### src/rtl/csr_port_pkg.sv
package csr_port_pkg;

    typedef enum logic [1:0] {
        ST_STOPPED = 2'd0,
        ST_INITING = 2'd1,
        ST_READY   = 2'd2,
        ST_RUNNING = 2'd3
    } run_state_t;

    typedef enum logic [2:0] {
        PT_NONE    = 3'd0,
        PT_STATION = 3'd1,
        PT_DATA    = 3'd2,
        PT_ADDR    = 3'd3,
        PT_RESET   = 3'd4,
        PT_BUS     = 3'd5
    } port_t;

    // CSR0 bit positions (software depends on them)
    localparam int B_INIT = 0;
    localparam int B_STRT = 1;
    localparam int B_STOP = 2;
    localparam int B_TDMD = 3;
    localparam int B_TXON = 4;
    localparam int B_RXON = 5;
    localparam int B_IENA = 6;
    localparam int B_INTR = 7;
    localparam int B_IDON = 8;
    localparam int B_TINT = 9;
    localparam int B_RINT = 10;
    localparam int B_MERR = 11;
    localparam int B_MISS = 12;
    localparam int B_CERR = 13;
    localparam int B_BABL = 14;
    localparam int B_ERR  = 15;

    localparam int HOST_W = 32;
    localparam int REG_W  = 16;
    localparam int N_EVT  = 6;

endpackage

### src/rtl/csr_port_decode.sv
module csr_port_decode
    import csr_port_pkg::*;
#(
    parameter int ADDR_W = 5,
    parameter int BASE   = 16
) (
    input  logic              wide_mode,
    input  logic [ADDR_W-1:0] addr,
    output port_t             port
);
    localparam logic [ADDR_W-1:0] BASE_A = ADDR_W'(BASE);

    logic [ADDR_W-1:0] rel;
    logic [ADDR_W-1:0] idx;
    logic              aligned;

    always_comb begin
        rel     = addr - BASE_A;
        aligned = wide_mode ? (rel[1:0] == 2'b00) : (rel[0] == 1'b0);
        idx     = wide_mode ? (rel >> 2) : (rel >> 1);
        port    = PT_NONE;
        if (addr < BASE_A) begin
            port = PT_STATION;
        end else if (aligned) begin
            unique case (idx)
                ADDR_W'(0): port = PT_DATA;
                ADDR_W'(1): port = PT_ADDR;
                ADDR_W'(2): port = PT_RESET;
                ADDR_W'(3): port = PT_BUS;
                default:    port = PT_NONE;
            endcase
        end
    end
endmodule

### src/rtl/csr_port_station.sv
module csr_port_station #(
    parameter logic [47:0] STATION_MAC = 48'h0
) (
    input  logic [3:0]  offs,
    output logic [31:0] word
);
    localparam int N_BYTES = 6;

    function automatic logic [7:0] byte_at(input int b);
        if (b < N_BYTES) return STATION_MAC[47-8*b -: 8];
        return 8'h00;
    endfunction

    always_comb begin
        word = '0;
        for (int k = 0; k < 4; k++) begin
            word[8*k +: 8] = byte_at(int'(offs) + k);
        end
    end
endmodule

### src/rtl/csr_port_ctrl.sv
module csr_port_ctrl
    import csr_port_pkg::*;
#(
    parameter int INIT_CYCLES = 8
) (
    input  logic             clk,
    input  logic             rst_n,
    input  logic             srst,
    input  logic             wr,
    input  logic [REG_W-1:0] wdata,
    input  logic             idon_mask,
    input  logic [N_EVT-1:0] evt,      // 0 tint,1 rint,2 merr,3 miss,4 cerr,5 babl
    output logic [REG_W-1:0] csr0,
    output logic             irq,
    output logic             tx_poll
);
    localparam int CNT_W = $clog2(INIT_CYCLES + 1);
    localparam logic [CNT_W-1:0] CNT_LOAD = CNT_W'(INIT_CYCLES - 1);

    run_state_t       state, nxt;
    logic [CNT_W-1:0] cnt;
    logic [N_EVT-1:0] sts;
    logic [N_EVT-1:0] clr;
    logic             idon, iena;
    logic             go_stop, go_init, go_strt, done;
    logic             err, intr;
    logic             unused_ro;

    assign unused_ro = ^{wdata[15], wdata[8:7], wdata[5:4]};

    // next-state logic
    always_comb begin
        go_stop = wr && wdata[B_STOP];
        go_init = wr && wdata[B_INIT] && !go_stop;
        go_strt = wr && wdata[B_STRT] && !go_stop && !go_init && (state != ST_INITING);
        nxt     = state;
        unique case (state)
            ST_STOPPED: nxt = state;
            ST_INITING: if (cnt == '0) nxt = ST_READY;
            ST_READY:   nxt = state;
            ST_RUNNING: nxt = state;
        endcase
        if (go_stop)      nxt = ST_STOPPED;
        else if (go_init) nxt = ST_INITING;
        else if (go_strt) nxt = ST_RUNNING;
        done = (state == ST_INITING) && (nxt == ST_READY);
    end

    // state register
    always_ff @(posedge clk) begin
        if (!rst_n || srst) state <= ST_STOPPED;
        else                state <= nxt;
    end

    always_comb begin
        clr = '0;
        if (wr) clr = {wdata[B_BABL], wdata[B_CERR], wdata[B_MISS],
                       wdata[B_MERR], wdata[B_RINT], wdata[B_TINT]};
    end

    // status, counter and pulse registers
    always_ff @(posedge clk) begin
        if (!rst_n || srst) begin
            cnt     <= '0;
            sts     <= '0;
            idon    <= 1'b0;
            iena    <= 1'b0;
            tx_poll <= 1'b0;
        end else begin
            if (go_init)                             cnt <= CNT_LOAD;
            else if (state == ST_INITING && cnt != '0) cnt <= cnt - 1'b1;
            sts <= (sts & ~clr) | evt;
            if (go_stop || go_init) idon <= 1'b0;
            else if (done)          idon <= 1'b1;
            if (wr) iena <= wdata[B_IENA];
            tx_poll <= wr && wdata[B_TDMD] && (state == ST_RUNNING) && (nxt == ST_RUNNING);
        end
    end

    // output assembly
    always_comb begin
        err  = sts[5] | sts[4] | sts[3] | sts[2];
        intr = iena && ((|sts) || (idon && !idon_mask));
        csr0         = '0;
        csr0[B_INIT] = (state == ST_INITING);
        csr0[B_STRT] = (state == ST_RUNNING);
        csr0[B_STOP] = (state == ST_STOPPED);
        csr0[B_TXON] = (state == ST_RUNNING);
        csr0[B_RXON] = (state == ST_RUNNING);
        csr0[B_IENA] = iena;
        csr0[B_INTR] = intr;
        csr0[B_IDON] = idon;
        csr0[B_TINT] = sts[0];
        csr0[B_RINT] = sts[1];
        csr0[B_MERR] = sts[2];
        csr0[B_MISS] = sts[3];
        csr0[B_CERR] = sts[4];
        csr0[B_BABL] = sts[5];
        csr0[B_ERR]  = err;
        irq          = intr;
    end

    assert_softreset_R3: assert property (@(posedge clk) disable iff (!rst_n)
        srst |=> (csr0 == 16'h0004));
    assert_w1c_rint_R6: assert property (@(posedge clk) disable iff (!rst_n)
        (wr && wdata[B_RINT] && !evt[1] && !srst) |=> !csr0[B_RINT]);
    assert_stop_wins_R4: assert property (@(posedge clk) disable iff (!rst_n)
        (wr && wdata[B_STOP]) |=> (csr0[B_STOP] && !csr0[B_STRT] && !csr0[B_TXON] && !csr0[B_RXON]));
    assert_runbits_R4: assert property (@(posedge clk) disable iff (!rst_n)
        $onehot0(csr0[2:0]));
    assert_idon_src_R5: assert property (@(posedge clk) disable iff (!rst_n)
        $rose(csr0[B_IDON]) |-> ($past(state) == ST_INITING));
    assert_irq_gate_R8: assert property (@(posedge clk) disable iff (!rst_n)
        irq |-> csr0[B_IENA]);
    assert_poll_run_R9: assert property (@(posedge clk) disable iff (!rst_n)
        tx_poll |-> $past(state == ST_RUNNING));
endmodule

### src/rtl/csr_window_port.sv
module csr_window_port
    import csr_port_pkg::*;
#(
    parameter int          ADDR_W      = 5,
    parameter int          RAP_W       = 8,
    parameter int          INIT_CYCLES = 8,
    parameter logic [31:0] CHIP_ID     = 32'h0242_0003,
    parameter logic [47:0] STATION_MAC = 48'h02_11_22_33_44_55
) (
    input  logic              clk,
    input  logic              rst_n,
    input  logic              wide_mode,
    input  logic              host_rd,
    input  logic              host_wr,
    input  logic [ADDR_W-1:0] host_addr,
    input  logic [31:0]       host_wdata,
    output logic [31:0]       host_rdata,
    output logic              host_rvalid,
    input  logic              ev_tint,
    input  logic              ev_rint,
    input  logic              ev_merr,
    input  logic              ev_miss,
    input  logic              ev_cerr,
    input  logic              ev_babl,
    output logic              irq,
    output logic              tx_poll,
    output logic              promisc,
    output logic              tx_autopad,
    output logic              sw_style32,
    output logic [31:0]       init_blk_addr
);
    localparam logic [RAP_W-1:0] IX_CSR0   = RAP_W'(0);
    localparam logic [RAP_W-1:0] IX_IBLO   = RAP_W'(1);
    localparam logic [RAP_W-1:0] IX_IBHI   = RAP_W'(2);
    localparam logic [RAP_W-1:0] IX_MASK   = RAP_W'(3);
    localparam logic [RAP_W-1:0] IX_FEAT   = RAP_W'(4);
    localparam logic [RAP_W-1:0] IX_MODE   = RAP_W'(15);
    localparam logic [RAP_W-1:0] IX_IDLO   = RAP_W'(88);
    localparam logic [RAP_W-1:0] IX_IDHI   = RAP_W'(89);
    localparam logic [RAP_W-1:0] IX_STYLE  = RAP_W'(20);
    localparam int IDON_MASK_BIT = 8;
    localparam int AUTOPAD_BIT   = 11;
    localparam int PROMISC_BIT   = 15;

    port_t            port;
    logic [RAP_W-1:0] rap;
    logic [REG_W-1:0] csr_iblo, csr_ibhi, csr_mask, csr_feat, csr_mode, bcr_style;
    logic [REG_W-1:0] csr0, csr_rd, bcr_rd;
    logic [31:0]      st_word, rd_word;
    logic             srst, wr_data, wr_addr, wr_bus;
    logic [REG_W-1:0] wd;
    logic             unused_hi;

    assign wd        = host_wdata[REG_W-1:0];
    assign unused_hi = ^host_wdata[31:REG_W];

    csr_port_decode #(.ADDR_W(ADDR_W), .BASE(16)) u_decode (
        .wide_mode (wide_mode),
        .addr      (host_addr),
        .port      (port)
    );

    csr_port_station #(.STATION_MAC(STATION_MAC)) u_station (
        .offs (host_addr[3:0]),
        .word (st_word)
    );

    assign srst    = host_rd && (port == PT_RESET);
    assign wr_data = host_wr && (port == PT_DATA);
    assign wr_addr = host_wr && (port == PT_ADDR);
    assign wr_bus  = host_wr && (port == PT_BUS);

    csr_port_ctrl #(.INIT_CYCLES(INIT_CYCLES)) u_ctrl (
        .clk       (clk),
        .rst_n     (rst_n),
        .srst      (srst),
        .wr        (wr_data && (rap == IX_CSR0)),
        .wdata     (wd),
        .idon_mask (csr_mask[IDON_MASK_BIT]),
        .evt       ({ev_babl, ev_cerr, ev_miss, ev_merr, ev_rint, ev_tint}),
        .csr0      (csr0),
        .irq       (irq),
        .tx_poll   (tx_poll)
    );

    always_ff @(posedge clk) begin
        if (!rst_n || srst) begin
            rap       <= '0;
            csr_iblo  <= '0;
            csr_ibhi  <= '0;
            csr_mask  <= '0;
            csr_feat  <= '0;
            csr_mode  <= '0;
            bcr_style <= '0;
        end else begin
            if (wr_addr) rap <= host_wdata[RAP_W-1:0];
            if (wr_data) begin
                if (rap == IX_IBLO) csr_iblo <= wd;
                if (rap == IX_IBHI) csr_ibhi <= wd;
                if (rap == IX_MASK) csr_mask <= wd;
                if (rap == IX_FEAT) csr_feat <= wd;
                if (rap == IX_MODE) csr_mode <= wd;
            end
            if (wr_bus && rap == IX_STYLE) bcr_style <= wd;
        end
    end

    always_comb begin
        csr_rd = '0;
        if      (rap == IX_CSR0) csr_rd = csr0;
        else if (rap == IX_IBLO) csr_rd = csr_iblo;
        else if (rap == IX_IBHI) csr_rd = csr_ibhi;
        else if (rap == IX_MASK) csr_rd = csr_mask;
        else if (rap == IX_FEAT) csr_rd = csr_feat;
        else if (rap == IX_MODE) csr_rd = csr_mode;
        else if (rap == IX_IDLO) csr_rd = CHIP_ID[15:0];
        else if (rap == IX_IDHI) csr_rd = CHIP_ID[31:16];
        bcr_rd = (rap == IX_STYLE) ? bcr_style : '0;
        rd_word = '0;
        unique case (port)
            PT_STATION: rd_word = st_word;
            PT_DATA:    rd_word = {{(32-REG_W){1'b0}}, csr_rd};
            PT_ADDR:    rd_word = {{(32-RAP_W){1'b0}}, rap};
            PT_BUS:     rd_word = {{(32-REG_W){1'b0}}, bcr_rd};
            PT_RESET:   rd_word = '0;
            PT_NONE:    rd_word = '0;
            default:    rd_word = '0;
        endcase
    end

    always_ff @(posedge clk) begin
        if (!rst_n) begin
            host_rvalid <= 1'b0;
            host_rdata  <= '0;
        end else begin
            host_rvalid <= host_rd;
            if (host_rd) host_rdata <= wide_mode ? rd_word : {16'h0, rd_word[15:0]};
        end
    end

    assign promisc       = csr_mode[PROMISC_BIT];
    assign tx_autopad    = csr_feat[AUTOPAD_BIT];
    assign sw_style32    = (bcr_style == 16'h0002);
    assign init_blk_addr = {csr_ibhi, csr_iblo};

    assert_rd_latency_R14: assert property (@(posedge clk) disable iff (!rst_n)
        host_rd |=> host_rvalid);
    assert_narrow_upper_R2: assert property (@(posedge clk) disable iff (!rst_n)
        (host_rd && !wide_mode) |=> (host_rdata[31:16] == 16'h0));
    assert_reset_port_R3: assert property (@(posedge clk) disable iff (!rst_n)
        srst |=> (rap == '0 && !promisc && !tx_autopad && init_blk_addr == 32'h0));
endmodule

### config.mk
export PLATFORM = sky130hd
export DESIGN_NAME = csr_window_port
export DESIGN_NICKNAME = d
export VERILOG_FILES = /design/src/rtl/csr_port_pkg.sv /design/src/rtl/csr_port_decode.sv /design/src/rtl/csr_port_station.sv /design/src/rtl/csr_port_ctrl.sv /design/src/rtl/csr_window_port.sv
export SDC_FILE = /design/constraint.sdc
export NUM_CORES = 1
export LEC_CHECK = 0
export ABC_AREA = 1
export ABC_CLOCK_PERIOD_IN_PS = 2500
export BUFFER_PORTS_ARGS = -buffer_cell sky130_fd_sc_hd__buf_4
export CAP_MARGIN = 10
export CELL_PAD_IN_SITES_DETAIL_PLACEMENT = 1
export CELL_PAD_IN_SITES_GLOBAL_PLACEMENT = 1
export CORE_MARGIN = 10
export CORE_UTILIZATION = 40
export DETAILED_ROUTE_END_ITERATION = 7
export PLACE_DENSITY = 0.83
export SETUP_SLACK_MARGIN = 0.3
export SKIP_CTS_REPAIR_TIMING = 1
export SKIP_LAST_GASP = 1
export SYNTH_ARGS = -nofsm -noshare
export SYNTH_HDL_FRONTEND = slang
export SYNTH_SLANG_ARGS = --single-unit
### constraint.sdc
create_clock -name clk -period 2.5 [get_ports clk]
set_clock_uncertainty 0.2 [all_clocks]
set_input_delay 0.5 -clock clk [delete_from_list [all_inputs] [get_ports clk]]
set_output_delay 0.5 -clock clk [all_outputs]
set_load 0.02 [all_outputs]
---- Yosys cells after proc, flatten, opt, wreduce, memory -nomap -nowiden ----
Index checks and enable logic that the tools add are counted.
cells by class
  $mul .................................... 0
  add/sub/neg operators ................... 9
  bitwise operators ....................... 7
  reduce and logical (&&, ||, !) cells .... 43
  div/mod/pow operators ................... 0
  $lt $le $gt $ge ......................... 5
  muxes and demuxes ....................... 36
  shift-type cells ........................ 4
  equality and inequality tests ........... 23
operator list
  operator                                                                        number
  55-bit by 32-bit indexed part select with 8-bit output (first input constant)   4
  32-bit case mux with 4 select lines                                             1
  16-bit 2-to-1 mux                                                               7
  32-bit by 4-bit less-than comparator with 1-bit output (second input constant)  3
  7-bit by 32-bit subtractor with 32-bit output (first input constant)            3
  8-bit 2-to-1 mux                                                                8
  32-bit 2-to-1 mux                                                               1
  1-bit logical AND                                                               20
  10-bit 2-to-1 mux                                                               2
  16-bit by 2-bit == test with 1-bit output (second input constant)               1
  8-bit by 2-bit == test with 1-bit output (second input constant)                2
  8-bit by 7-bit == test with 1-bit output (second input constant)                2
  3-bit 2-to-1 mux                                                                4
  3-bit case mux with 4 select lines                                              1
  4-bit by 2-bit adder with 5-bit output (second input constant)                  2
  5-bit by 2-bit == test with 1-bit output (second input constant)                2
  2-bit AND reduction                                                             5
  2-bit == test (second input constant)                                           4
  8-bit by 1-bit == test with 1-bit output (second input constant)                1
  8-bit by 3-bit == test with 1-bit output (second input constant)                1
  8-bit by 4-bit == test with 1-bit output (second input constant)                1
  8-bit by 5-bit == test with 1-bit output (second input constant)                1
  8-bit zero test                                                                 1
  2-bit 2-to-1 mux                                                                4
  other kinds (31)                                                                46
storage, ports and cells
  memories ................................ 0
  register bits ........................... 152
  ROM bits ................................ 0
  word-level logic and storage cells ...... 143
  latch bits .............................. 0
  output and inout bits ................... 70
  input port bits ......................... 48
  memory bits (writable) .................. 0

---- Logic depth before layout (Yosys ltp) ----
Gate-level depths: netlist (run 1).
  depth in word-level cells ............... 20
  mapped depth ............................ 16
  depth with buffers taken out ............ 16

---- By module ----
A second synthesis (run 1) with hierarchy kept.
second synthesis, totals
  cells, all modules ...................... 1052
  area total of the unflattened synthesis .. 7583.5 um2
by module, submodules not included
  module            instances  seq. area each (um2)  cells an instance  area each (um2)
  csr_window_port   1          2742.6                815                6109.6
  csr_port_ctrl     1          300.3                 114                793.3
  csr_port_station  1          0.0                   107                611.8
  csr_port_decode   1          0.0                   16                 68.8

---- Worst setup path after synthesis (run 1) ----
OpenSTA, ideal clock, no wires.
  kind .................................... input to register
  from .................................... input port host_addr[1]
  to ...................................... register host_rdata[13]
  path buffers ............................ 0
  slack ................................... 0.213 ns
  arrival time ............................ 2.017 ns
  setup time .............................. 0.070 ns
  stages on the path ...................... 12
  data required time ...................... 2.230 ns
  cells stage by stage .................... inv_1 ha_1 ha_1 nor2_1 nand2_1 nor3_1 nand3_1 o21ai_0 inv_1 nand2_1 nand2_1 a21oi_1
on the way
  longest elaborated chain between the ends .. 9
  elaborated cells between the ends (all ways) .. 25
  those cells by class .................... 3 x add/sub; 2 x order compare; 7 x eq/ne; 1 x shift; 10 x mux; 2 x reduce/logical
RTL lines
  item                                                                                                   line                    text
  from (decl)                                                                                            csr_window_port.sv:15   input logic [ADDR_W-1:0] host_addr,
  parallel branches: the longest is 7 deep, another holds 7-bit by 32-bit subtractor with 32-bit output  -
  32-bit case mux with 4 select lines *                                                                  csr_window_port.sv:120  unique case (port)
  32-bit 2-to-1 mux *                                                                                    csr_window_port.sv:137  if (host_rd) host_rdata <= wide_mode ? rd_word : {16'h0, rd_word[15:0]};
  to (signal assigned)                                                                                   csr_window_port.sv:137
  to (decl)                                                                                              csr_window_port.sv:17   output logic [31:0] host_rdata,
Mark *: on every way between the ends. The select of a mux whose other input is x is not followed.
A chain may end at the register's enable or synchronous reset.

---- Worst setup path in the final report (run 1) ----
  from .................................... register rap[2]
  to ...................................... register host_rdata[2]
on the way
  longest elaborated chain between the ends .. 10
  elaborated cells between the ends (all ways) .. 18
  those cells by class .................... 7 x eq/ne; 10 x mux; 1 x reduce/logical
RTL lines
  item                                      line                    text
  from (decl)                               csr_window_port.sv:46   logic [RAP_W-1:0] rap;
  from (signal assigned)                    csr_window_port.sv:96   if (wr_addr) rap <= host_wdata[RAP_W-1:0];
  8-bit by 7-bit == test with 1-bit output  csr_window_port.sv:116  else if (rap == IX_IDLO) csr_rd = CHIP_ID[15:0];
  10-bit 2-to-1 mux                         csr_window_port.sv:116
  16-bit 2-to-1 mux                         csr_window_port.sv:115  else if (rap == IX_MODE) csr_rd = csr_mode;
  16-bit 2-to-1 mux                         csr_window_port.sv:114  else if (rap == IX_FEAT) csr_rd = csr_feat;
  16-bit 2-to-1 mux                         csr_window_port.sv:113  else if (rap == IX_MASK) csr_rd = csr_mask;
  16-bit 2-to-1 mux                         csr_window_port.sv:112  else if (rap == IX_IBHI) csr_rd = csr_ibhi;
  16-bit 2-to-1 mux                         csr_window_port.sv:111  else if (rap == IX_IBLO) csr_rd = csr_iblo;
  16-bit 2-to-1 mux                         csr_window_port.sv:110  if (rap == IX_CSR0) csr_rd = csr0;
  32-bit case mux with 4 select lines *     csr_window_port.sv:120
  32-bit 2-to-1 mux *                       csr_window_port.sv:137
Mark *: on every way between the ends. The rest lies on a longest branch, timed or not.

==> results of run 1 <==
metrics by stage:
| step | hold slack, ns | TNS, ns |
|---|---|---|
| after floorplan | 0.2291 | 0 |
| after global placement | 0.2377 | -0.4964 |
| after detailed placement | 0.2495 | -3.567 |
| after CTS | 0.06712 | 0 |
| after global routing | 0.08261 | 0 |
| final | 0.07904 | 0 |
cells in the mapped netlist, types with 2 or more instances:
library cell,number
sky130_fd_sc_hd__nand2_1,171
sky130_fd_sc_hd__dfxtp_1,144
sky130_fd_sc_hd__nor2_1,132
sky130_fd_sc_hd__a21oi_1,124
sky130_fd_sc_hd__o21ai_0,109
sky130_fd_sc_hd__inv_1,89
sky130_fd_sc_hd__nand3_1,41
sky130_fd_sc_hd__nand4_1,25
sky130_fd_sc_hd__o21ai_1,25
sky130_fd_sc_hd__buf_4,17
sky130_fd_sc_hd__buf_2,12
sky130_fd_sc_hd__buf_6,10
sky130_fd_sc_hd__inv_2,10
sky130_fd_sc_hd__clkbuf_1,9
sky130_fd_sc_hd__ha_1,9
sky130_fd_sc_hd__nor3_1,8
sky130_fd_sc_hd__nand2_2,6
sky130_fd_sc_hd__nor2_2,5
sky130_fd_sc_hd__nor2_4,5
sky130_fd_sc_hd__nor2_8,5
sky130_fd_sc_hd__nand3_2,4
sky130_fd_sc_hd__o2111ai_1,3
sky130_fd_sc_hd__o211ai_1,3
sky130_fd_sc_hd__a31oi_1,2
sky130_fd_sc_hd__o22ai_1,2
sky130_fd_sc_hd__or2_0,2
sky130_fd_sc_hd__or2_2,2
sky130_fd_sc_hd__xnor2_1,2
kinds of logic (layout without fill, tap and decap cells):
logic type	after synthesis	count (layout)	share of synthesized area
DFF	144	144	0.4099
AOI/OAI and AO/OA	270	270	0.1985
buffers and inverters	149	307	0.1016
adders and majority gates	9	9	0.01601
other	1	4	0.0005332
and+or+nand+nor	412	412	0.2697
xor gates and xnor gates	3	3	0.003737
where the power goes:
group / leakage (nW) / switching, mW / internal (mW)
logic: 2.68 / 0.405 / 0.225
registers: 1.16 / 0.0135 / 2.31
clock network: 0.320 / 1.05 / 1.80
cell type report:
| class | count | area [µm²] | share of cell area |
|---|---|---|---|
| clock buffer | 18 | 439.2 | 0.04658 |
| inverter | 100 | 399.1 | 0.04234 |
| timing repair buffer | 175 | 1587 | 0.1683 |
| multi-input combinational | 698 | 3618 | 0.3838 |
| tap | 225 | 281.5 | 0.02986 |
| clock inverter | 14 | 212.7 | 0.02256 |
| sequential | 144 | 2890 | 0.3066 |
critical path: stages, from the launching register on:
cell and delay (ns):
sky130_fd_sc_hd__dfxtp_1 0.47, sky130_fd_sc_hd__nand2_1 0.15, sky130_fd_sc_hd__nor2_4 0.20, sky130_fd_sc_hd__nand4_1 0.20
sky130_fd_sc_hd__inv_2 0.13, sky130_fd_sc_hd__nand3_4 0.12, sky130_fd_sc_hd__buf_4 0.16, sky130_fd_sc_hd__o21ai_0 0.22
sky130_fd_sc_hd__nor2_1 0.08, sky130_fd_sc_hd__nand2_1 0.12, sky130_fd_sc_hd__nand2_1 0.07, sky130_fd_sc_hd__a21oi_1 0.12
layer usage:
layer / wire (µm) / up-vias / track usage
met5: 0 / - / 0
met4: 1246 / 0 / 0.08492
met2: 14610 / 336 / 0.3575
li1: - / 3555 / -
met3: 1706 / 89 / 0.04008
met1: 12440 / 3837 / 0.2713
how the worst min path moves through the flow:
| stage | startpoint | to | slack (ns) | cells past startpoint |
|---|---|---|---|---|
| 6_report | ev_babl | u_ctrl.sts[5]$_SDFF_PP0_ | 0.08 | 3 |
| 5_1_grt | ev_merr | u_ctrl.sts[2]$_SDFF_PP0_ | 0.08 | 3 |
| 4_1_cts | ev_babl | u_ctrl.sts[5]$_SDFF_PP0_ | 0.07 | 3 |
| 3_5_place_dp | csr_mask[1]$_SDFFE_PP0P_ | csr_mask[1]$_SDFFE_PP0P_ | 0.25 | 2 |
| 3_3_place_gp | csr_mask[1]$_SDFFE_PP0P_ | csr_mask[1]$_SDFFE_PP0P_ | 0.24 | 2 |
| 2_1_floorplan | csr_mask[1]$_SDFFE_PP0P_ | csr_mask[1]$_SDFFE_PP0P_ | 0.23 | 2 |
flip-flops by register name (all words and copies together), names as in the netlist, 2 cells and up:
name / count
u_ctrl.sts: 6
csr_ibhi: 16
bcr_style: 16
host_rdata: 24
csr_mode: 16
csr_iblo: 16
u_ctrl.cnt: 4
rap: 8
csr_mask: 16
csr_feat: 16
u_ctrl.state: 2
==> results.txt, run 1 <==
----------------------------------------------------
[Job]
  Max-cap violation count ... 0

[Place]
  Number of placed instances with taps included ... 1,316
  PortBufs ... 97
  Placed cell area ... 8209 µm²
  Worst slack after detailed placement ... -0.1307 ns
  Half-perimeter wire length after placement ... 18,680 µm
  Placer's final routability congestion estimate ... 0.8882

[Worst setup path]
  Sort of element at the end of the critical path ... flop
  Start point of the critical path ... rap[2]$_SDFFE_PP0P_
  Data required, critical path ... 2.66 ns
  Critical register-to-register path endpoint ... host_rdata[2]$_SDFFE_PN0P_
  End of the critical path ... host_rdata[2]$_SDFFE_PN0P_
  Type of the setup path with the least slack ... reg -> reg
  Sort of element at the start of the critical path ... flop
  Internal reg-to-reg setup slack ... 0.19 ns
  Crit-path max FO ... 5
  Depth of the worst register-to-register path ... 11
  Crit path arrival time ... 2.47 ns
  Worst r2r src ... rap[2]$_SDFFE_PP0P_

[Yosys]
  Top_reg_cell synth ... sky130_fd_sc_hd__dfxtp_1
  Cell area after technology mapping ... 7033 µm²
  Sequential fraction of the synthesis area ... 0.4099
  Mapped Cells ... 988
  Synth area leader ... sky130_fd_sc_hd__dfxtp_1
  Share of the synthesized area in the top cell type ... 0.4099
  Post-synth EDFFs ... 0
  Yosys reg bits ... 144
  Mean instance size in the synthesized netlist ... 7.118 µm²
  Async set-or-reset flop fraction in the synthesized netlist ... 0
  Ranking of synthesized cells by area ... sky130_fd_sc_hd__dfxtp_1, sky130_fd_sc_hd__nand2_1, sky130_fd_sc_hd__a21oi_1
  Number of distinct library cell variants in the gate-level netlist after synthesis ... 40
  Number of warnings reported in the yosys synthesis log ... 0

[Power and ir drop]
  Pwr/cell area ... 615.1 nW/µm²
  Total Power ... 5.799 mW
  Leakage power figure ... 4.164 nW
  Worst IR Drop VDD ... 0.5230 mV

[Detailed routing]
  DR vias ... 7,817
  Residual antenna-violating net count after detailed routing ... 0
  Via density per instance ... 5.689
  Total detailed-routing wirelength ... 30,000 µm
  Number of DRC violations after detailed-routing iteration 0 ... 704
  Final routed DRC violation total ... 0
  Average wire per standard cell ... 21.84 µm
  Router iterations before antenna repair ... 5

[Clocking]
  Clk Latency, worst-skew pair ... 0.43 ns
  Buffers from clock root to sink, at most ... 2
  Number of clock sinks ... 144
  Cts bufs inserted ... 17
  CTS tree ... done
  Root buffer cell ... sky130_fd_sc_hd__clkbuf_16
  Reg clk slew, reported paths ... 0.06 ns
  Total number of H-tree levels ... 4

[GRT]
  Wire length of the first global-routing pass ... 41,200 µm
  Vias in the first global route ... 7,563
  Number of antenna violations at the first check in global routing ... 0
  Maximum number of pins on one net before global-route repair ... 43
  Overall track demand over capacity in global routing ... 0.2161
  Sum of overflow across all layers after global routing ... 0

[Final layout]
  Share of post-route cells with drive strength above 1 ... 0.2654
  Commonest non-fill, non-tap cell in the layout ... sky130_fd_sc_hd__nand2_1
  Final cell utilization of the core ... 0.5451
  Area growth syn-to-layout ... 34.05%
  ANT cells ... 0
  Fill count ... 2,164
  Most frequent cells in the layout ... sky130_fd_sc_hd__nand2_1, sky130_fd_sc_hd__buf_4, sky130_fd_sc_hd__dfxtp_1, sky130_fd_sc_hd__nor2_1, sky130_fd_sc_hd__a21oi_1
  Nets ... 1,193
  Total non-filler cell area in the finished layout ... 9428 µm²
  Non-filler cells, final ... 1,374

[Outcome]
  Outcome ... finished clean

[STA]
  Setup repair after global routing missed its margin ... yes
  Share of the cycle needed by the critical path after routing ... 0.9226
  Final number of setup-violating endpoints ... 0
  Minimum setup slack in the final design ... 0.1936 ns
  Post-layout min period ... 2.306 ns
  Highest achievable clock rate ... 0.4336 GHz
  Max Transition Viols Final ... 0
  Number of hold violations in the final report ... 0

[Floorplanning]
  Overall die width ... 152.6 µm
  Area of the placeable core ... 17,300 µm²
  Die ar. ... 23,290 µm²
  I/O pins ... 118
  Starting utilization of the core area ... 0.4066
  Number of placement rows ... 48
  Die Height ... 152.6 µm

[Worst hold path]
  Class of the tightest hold or removal check ... in -> reg

----------------------------------------------------
Note: power is estimated with default switching activity, not from simulation.
==> run 2: changes to the inputs <==
--- a/config.mk
+++ b/config.mk
@@ -6,15 +6,15 @@
 export NUM_CORES = 1
 export LEC_CHECK = 0
 export ABC_AREA = 1
-export ABC_CLOCK_PERIOD_IN_PS = 2500
+export ABC_CLOCK_PERIOD_IN_PS = 2900
 export BUFFER_PORTS_ARGS = -buffer_cell sky130_fd_sc_hd__buf_4
 export CAP_MARGIN = 10
 export CELL_PAD_IN_SITES_DETAIL_PLACEMENT = 1
 export CELL_PAD_IN_SITES_GLOBAL_PLACEMENT = 1
 export CORE_MARGIN = 10
-export CORE_UTILIZATION = 40
+export CORE_UTILIZATION = 44
 export DETAILED_ROUTE_END_ITERATION = 7
-export PLACE_DENSITY = 0.83
+export PLACE_DENSITY = 0.9
 export SETUP_SLACK_MARGIN = 0.3
 export SKIP_CTS_REPAIR_TIMING = 1
 export SKIP_LAST_GASP = 1
==> constraint.sdc (replaced) <==
create_clock -name clk -period 2.9 [get_ports clk]
set_clock_uncertainty 0.2 [all_clocks]
set_input_delay 0.58 -clock clk [delete_from_list [all_inputs] [get_ports clk]]
set_output_delay 0.58 -clock clk [all_outputs]
set_load 0.02 [all_outputs]
==> results.txt, run 2 (synthesized netlist as in run 1, its figures left out) <==
----------------------------------------------------
[Floorplanning]
  Starting utilization of the core area ... 0.4460
  Die ar. ... 21,440 µm²
  Area of the placeable core ... 15,770 µm²
  Die Height ... 146.4 µm
  Number of placement rows ... 46
  Overall die width ... 146.4 µm
  I/O pins ... 118

[Worst setup path]
  Type of the setup path with the least slack ... reg -> reg
  Depth of the worst register-to-register path ... 10
  Data required, critical path ... 3.03 ns
  Crit-path max FO ... 7
  Sort of element at the end of the critical path ... flop
  Crit path arrival time ... 2.63 ns
  Sort of element at the start of the critical path ... flop

[STA]
  Setup repair after global routing missed its margin ... no
  Final setup TNS ... 0 ns
  Final number of setup-violating endpoints ... 0
  Number of hold violations in the final report ... 0
  Highest achievable clock rate ... 0.3992 GHz
  Share of the cycle needed by the critical path after routing ... 0.8639
  Max Transition Viols Final ... 0
  Post-layout min period ... 2.505 ns
  Slew headroom ... 0.5325
  Minimum setup slack in the final design ... 0.3947 ns
  Actual transition at the worst max-transition pin ... 0.7005 ns

[Detailed routing]
  Final routed DRC violation total ... 0
  Average wire per standard cell ... 19.28 µm
  DR vias ... 7,322
  Number of DRC violations after detailed-routing iteration 0 ... 507
  Via density per instance ... 5.572
  Total detailed-routing wirelength ... 25,340 µm
  Residual antenna-violating net count after detailed routing ... 0
  Router iterations before antenna repair ... 5

[Clocking]
  Buffers from clock root to sink, at most ... 2
  Clk Latency, worst-skew pair ... 0.44 ns
  Total number of H-tree levels ... 4
  CTS tree ... done
  Root buffer cell ... sky130_fd_sc_hd__clkbuf_16
  Cts bufs inserted ... 17
  Number of clock sinks ... 144
  Reg clk slew, reported paths ... 0.06 ns

[Final layout]
  ANT cells ... 0
  Largest Register ... host_rdata
  Number of flip-flops under the largest register name ... 24
  Final cell utilization of the core ... 0.5379
  Fill count ... 2,101
  Nets ... 1,142
  Most frequent cells in the layout ... sky130_fd_sc_hd__nand2_1, sky130_fd_sc_hd__dfxtp_1, sky130_fd_sc_hd__nor2_1, sky130_fd_sc_hd__a21oi_1, sky130_fd_sc_hd__buf_4
  Share of post-route cells with drive strength above 1 ... 0.1812
  Area growth syn-to-layout ... 20.62%
  Commonest non-fill, non-tap cell in the layout ... sky130_fd_sc_hd__nand2_1
  Reg area ... 2883 µm²
  Area used by multi-input combinational logic ... 3455 µm²
  Non-filler cells, final ... 1,314

[GRT]
  Wire length of the first global-routing pass ... 40,250 µm
  Sum of overflow across all layers after global routing ... 0
  Number of antenna violations at the first check in global routing ... 0
  Maximum number of pins on one net before global-route repair ... 96
  Overall track demand over capacity in global routing ... 0.2318
  Vias in the first global route ... 7,489

[Power and ir drop]
  Total Power ... 4.531 mW
  Worst IR Drop VDD ... 0.4522 mV
  Leakage power figure ... 3.782 nW
  Pwr/cell area ... 534.1 nW/µm²

[Worst hold path]
  Hold path cells ... 3
  Class of the tightest hold or removal check ... in -> reg

[Place]
  Placer's final routability congestion estimate ... 0.8751
  Number of placed instances with taps included ... 1,282
  Half-perimeter wire length after placement ... 18,000 µm
  Worst slack after detailed placement ... 0.1112 ns
  PortBufs ... 97

[Outcome]
  Outcome ... finished clean

[Job]
  Max-cap violation count ... 0

----------------------------------------------------
## run 2: critical path, cell delays in order, from the launching register on
cell	delay, ns
sky130_fd_sc_hd__dfxtp_1	0.35
sky130_fd_sc_hd__inv_1	0.21
sky130_fd_sc_hd__nand2_2	0.14
sky130_fd_sc_hd__nor2_4	0.23
sky130_fd_sc_hd__nand3_2	0.25
sky130_fd_sc_hd__o21ai_0	0.40
sky130_fd_sc_hd__nand4_1	0.21
sky130_fd_sc_hd__nand2_1	0.11
sky130_fd_sc_hd__o21ai_0	0.13
sky130_fd_sc_hd__nand2_1	0.10
sky130_fd_sc_hd__a21oi_1	0.06
## run 2: cell type report
cell class | instances | share of cell area
flip-flops and latches | 144 | 0.3398
multi-input cells | 698 | 0.4072
well taps | 216 | 0.03186
clock inverters | 14 | 0.01372
repair buffers | 124 | 0.1112
inverters | 100 | 0.04440
clock buffers | 18 | 0.05177
## run 2: layer usage
layer  track usage  wire length (µm)
met4        0.1141               886
met1        0.2854             11120
met3       0.04574              1304
met5             0                 0
met2        0.3788             12020
## run 2: metrics by stage
stage | instance area (µm²) | hold WS, ns
after floorplan | 7044 | 0.2291
after global placement | 7920 | 0.2393
after detailed placement | 7920 | 0.2475
after CTS | 8476 | 0.1354
after global routing | 8483 | 0.1657
final | 8483 | 0.1410
## run 2: final timing paths
path | start | to | slack, ns
min | rst_n | host_rvalid$_SDFF_PN0_ | 0.14
min reg2reg | csr_mask[1]$_SDFFE_PP0P_ | csr_mask[1]$_SDFFE_PP0P_ | 0.26
max reg2reg | rap[0]$_SDFFE_PP0P_ | host_rdata[11]$_SDFFE_PN0P_ | 0.39
max | rap[0]$_SDFFE_PP0P_ | host_rdata[11]$_SDFFE_PN0P_ | 0.39
## run 2: where the power goes
group	switching (mW)	internal [mW]	total (mW)
registers	0.00996	1.99	2.00
clock network	0.916	1.20	2.11
logic	0.292	0.124	0.416
total	1.22	3.31	4.53
==> run 3: changes to the inputs <==
--- a/config.mk
+++ b/config.mk
@@ -14,7 +14,8 @@
 export CORE_MARGIN = 10
 export CORE_UTILIZATION = 44
 export DETAILED_ROUTE_END_ITERATION = 7
-export PLACE_DENSITY = 0.9
+export GPL_TIMING_DRIVEN = 1
+export PLACE_DENSITY = 0.92
 export SETUP_SLACK_MARGIN = 0.3
 export SKIP_CTS_REPAIR_TIMING = 1
 export SKIP_LAST_GASP = 1
==> results.txt, run 3 (synthesized netlist as in run 1, its figures left out) <==
----------------------------------------------------
[Worst hold path]
  Hold path cells ... 3
  Class of the tightest hold or removal check ... in -> reg
  Hold path start ... rst_n
  End point of the worst hold path ... host_rvalid$_SDFF_PN0_

[Clocking]
  CTS tree ... done
  Buffers from clock root to sink, at most ... 2
  Total number of H-tree levels ... 4
  Clk Latency, worst-skew pair ... 0.45 ns
  Reg clk slew, reported paths ... 0.07 ns
  Root buffer cell ... sky130_fd_sc_hd__clkbuf_16
  Cts bufs inserted ... 17
  Number of clock sinks ... 144

[GRT]
  Overall track demand over capacity in global routing ... 0.2613
  Number of antenna violations at the first check in global routing ... 0
  Vias in the first global route ... 8,033
  Wire length of the first global-routing pass ... 44,820 µm
  Sum of overflow across all layers after global routing ... 0
  Maximum number of pins on one net before global-route repair ... 55

[Power and ir drop]
  P_sw ... 1.271 mW
  Worst IR Drop VDD ... 0.4572 mV
  Pwr/cell area ... 558.8 nW/µm²
  Internal power ... 3.550 mW
  Proportion of power drawn by flip-flops and latches ... 0.416
  Total Power ... 4.822 mW
  Combinational group share of total power ... 0.089
  Share of total power consumed by net switching ... 0.2637
  Clock network fraction of design power ... 0.495
  Leakage power figure ... 3.831 nW

[Floorplanning]
  Die ar. ... 21,440 µm²
  Area of the placeable core ... 15,770 µm²
  I/O pins ... 118
  Die Height ... 146.4 µm
  Overall die width ... 146.4 µm
  Starting utilization of the core area ... 0.4460
  Number of placement rows ... 46

[Detailed routing]
  DR vias ... 7,692
  Total detailed-routing wirelength ... 28,720 µm
  Number of DRC violations after detailed-routing iteration 0 ... 692
  Residual antenna-violating net count after detailed routing ... 0
  Via density per instance ... 5.841
  Average wire per standard cell ... 21.80 µm
  Final routed DRC violation total ... 0
  Router iterations before antenna repair ... 5

[Outcome]
  Outcome ... finished clean

[Final layout]
  Nets ... 1,145
  Most frequent cells in the layout ... sky130_fd_sc_hd__nand2_1, sky130_fd_sc_hd__dfxtp_1, sky130_fd_sc_hd__nor2_1, sky130_fd_sc_hd__a21oi_1, sky130_fd_sc_hd__buf_4
  Total non-filler cell area in the finished layout ... 8628 µm²
  Area used by multi-input combinational logic ... 3465 µm²
  Commonest non-fill, non-tap cell in the layout ... sky130_fd_sc_hd__nand2_1
  Number of flip-flops under the largest register name ... 24
  Fill count ... 2,047
  Reg area ... 2883 µm²
  Share of post-route cells with drive strength above 1 ... 0.1871
  Final cell utilization of the core ... 0.5471
  ANT cells ... 0
  Largest Register ... host_rdata
  Area growth syn-to-layout ... 22.68%

[Worst setup path]
  Crit path depth ... 11
  Type of the setup path with the least slack ... reg -> reg
  Start point of the critical path ... rap[0]$_SDFFE_PP0P_
  Crit path arrival time ... 2.65 ns
  Sort of element at the start of the critical path ... flop
  Sort of element at the end of the critical path ... flop
  Buf/Inv on CP ... 2
  Internal reg-to-reg setup slack ... 0.40 ns
  Largest incremental delay on the critical path ... 0.38 ns
  Data required, critical path ... 3.06 ns
  Crit-path max FO ... 14
  Critical Path, Cell by Cell ... inv_2, nand2_2, nor2_4, nand4_1, inv_1, nand3_4, o21ai_0, nor2_1, nand2_1, nand2_1, a21oi_1
  Slowest library cell on the worst path ... sky130_fd_sc_hd__dfxtp_1
  Depth of the worst register-to-register path ... 11
  Family with the most delay on the worst path ... simple AND/OR/NAND/NOR gates
  Critical register-to-register path endpoint ... host_rdata[2]$_SDFFE_PN0P_
  Cell repeated most along the worst path ... sky130_fd_sc_hd__nand2_1
  Worst r2r src ... rap[0]$_SDFFE_PP0P_

[STA]
  Worst hold slack across all endpoints ... 0.1346 ns
  Setup repair after global routing missed its margin ... yes
  Post-layout min period ... 2.496 ns
  Slew headroom ... 0.4787
  Number of hold violations in the final report ... 0
  Share of the cycle needed by the critical path after routing ... 0.8605
  Actual transition at the worst max-transition pin ... 0.7811 ns
  Highest achievable clock rate ... 0.4007 GHz
  Final number of setup-violating endpoints ... 0
  Final setup TNS ... 0 ns
  Max Transition Viols Final ... 0

[Place]
  Placer's final routability congestion estimate ... 0.9488
  Half-perimeter wire length after placement ... 18,600 µm
  Placed cell area ... 7980 µm²
  PortBufs ... 97

[Job]
  Max-cap violation count ... 0

----------------------------------------------------
[run 3: cell types whose count changed in the layout (fill, tap and decap cells not counted), moves of 2 or more]
cell,previous run,this run
sky130_fd_sc_hd__bufinv_16,1,3
sky130_fd_sc_hd__clkinv_2,8,3
sky130_fd_sc_hd__clkbuf_8,1,3
sky130_fd_sc_hd__inv_6,1,4
sky130_fd_sc_hd__buf_12,1,4
sky130_fd_sc_hd__inv_1,89,87
sky130_fd_sc_hd__clkinv_4,4,0
[run 3: power groups by stage]
stage          sequential (mW)  clock [mW]  combinational, mW
6_report                  2.00        2.39              0.430
5_1_grt                   2.00        2.47              0.462
4_1_cts                   2.00        2.38              0.416
3_5_place_dp              2.05           0              0.402
3_3_place_gp              2.05           0              0.391
2_1_floorplan             2.05           0              0.246
[run 3: how the worst max path moves through the flow]
stage | to | slack (ns)
after CTS | host_rdata[2]$_SDFFE_PN0P_ | 0.23
after floorplan | host_rdata[13]$_SDFFE_PN0P_ | 0.53
after global routing | host_rdata[2]$_SDFFE_PN0P_ | 0.28
after global placement | bcr_style[15]$_SDFFE_PP0P_ | 0.20
after detailed placement | csr_mode[6]$_SDFFE_PP0P_ | 0.07
final | host_rdata[2]$_SDFFE_PN0P_ | 0.40
[run 3: tightest hold or removal path, delay by kind of cell]
family,cells,cell delay [ns]
buf+inv,2,0.13
simple gates,1,0.05
[run 3: area by class of cell]
type,count,area share
clock inverter,11,0.01740
multi-input combinational,698,0.4015
inverter,100,0.04394
clock buffer,21,0.05452
tap,216,0.03132
sequential,144,0.3341
timing repair buffer,127,0.1172
[run 3: metal layers]
metal / vias up / share of wire / global-route usage
li1: 3457 / - / -
met1: 3758 / 0.41 / 0.3105
met2: 348 / 0.46 / 0.4188
met3: 129 / 0.068 / 0.06366
met4: 0 / 0.054 / 0.1572
met5: - / 0 / 0
[run 3: metrics by stage]
stage,std cells,setup slack [ns]
2_1_floorplan,991,0.5330
3_3_place_gp,1285,0.1963
3_5_place_dp,1285,0.07175
4_1_cts,1317,0.2329
5_1_grt,1317,0.2781
6_report,1317,0.4044
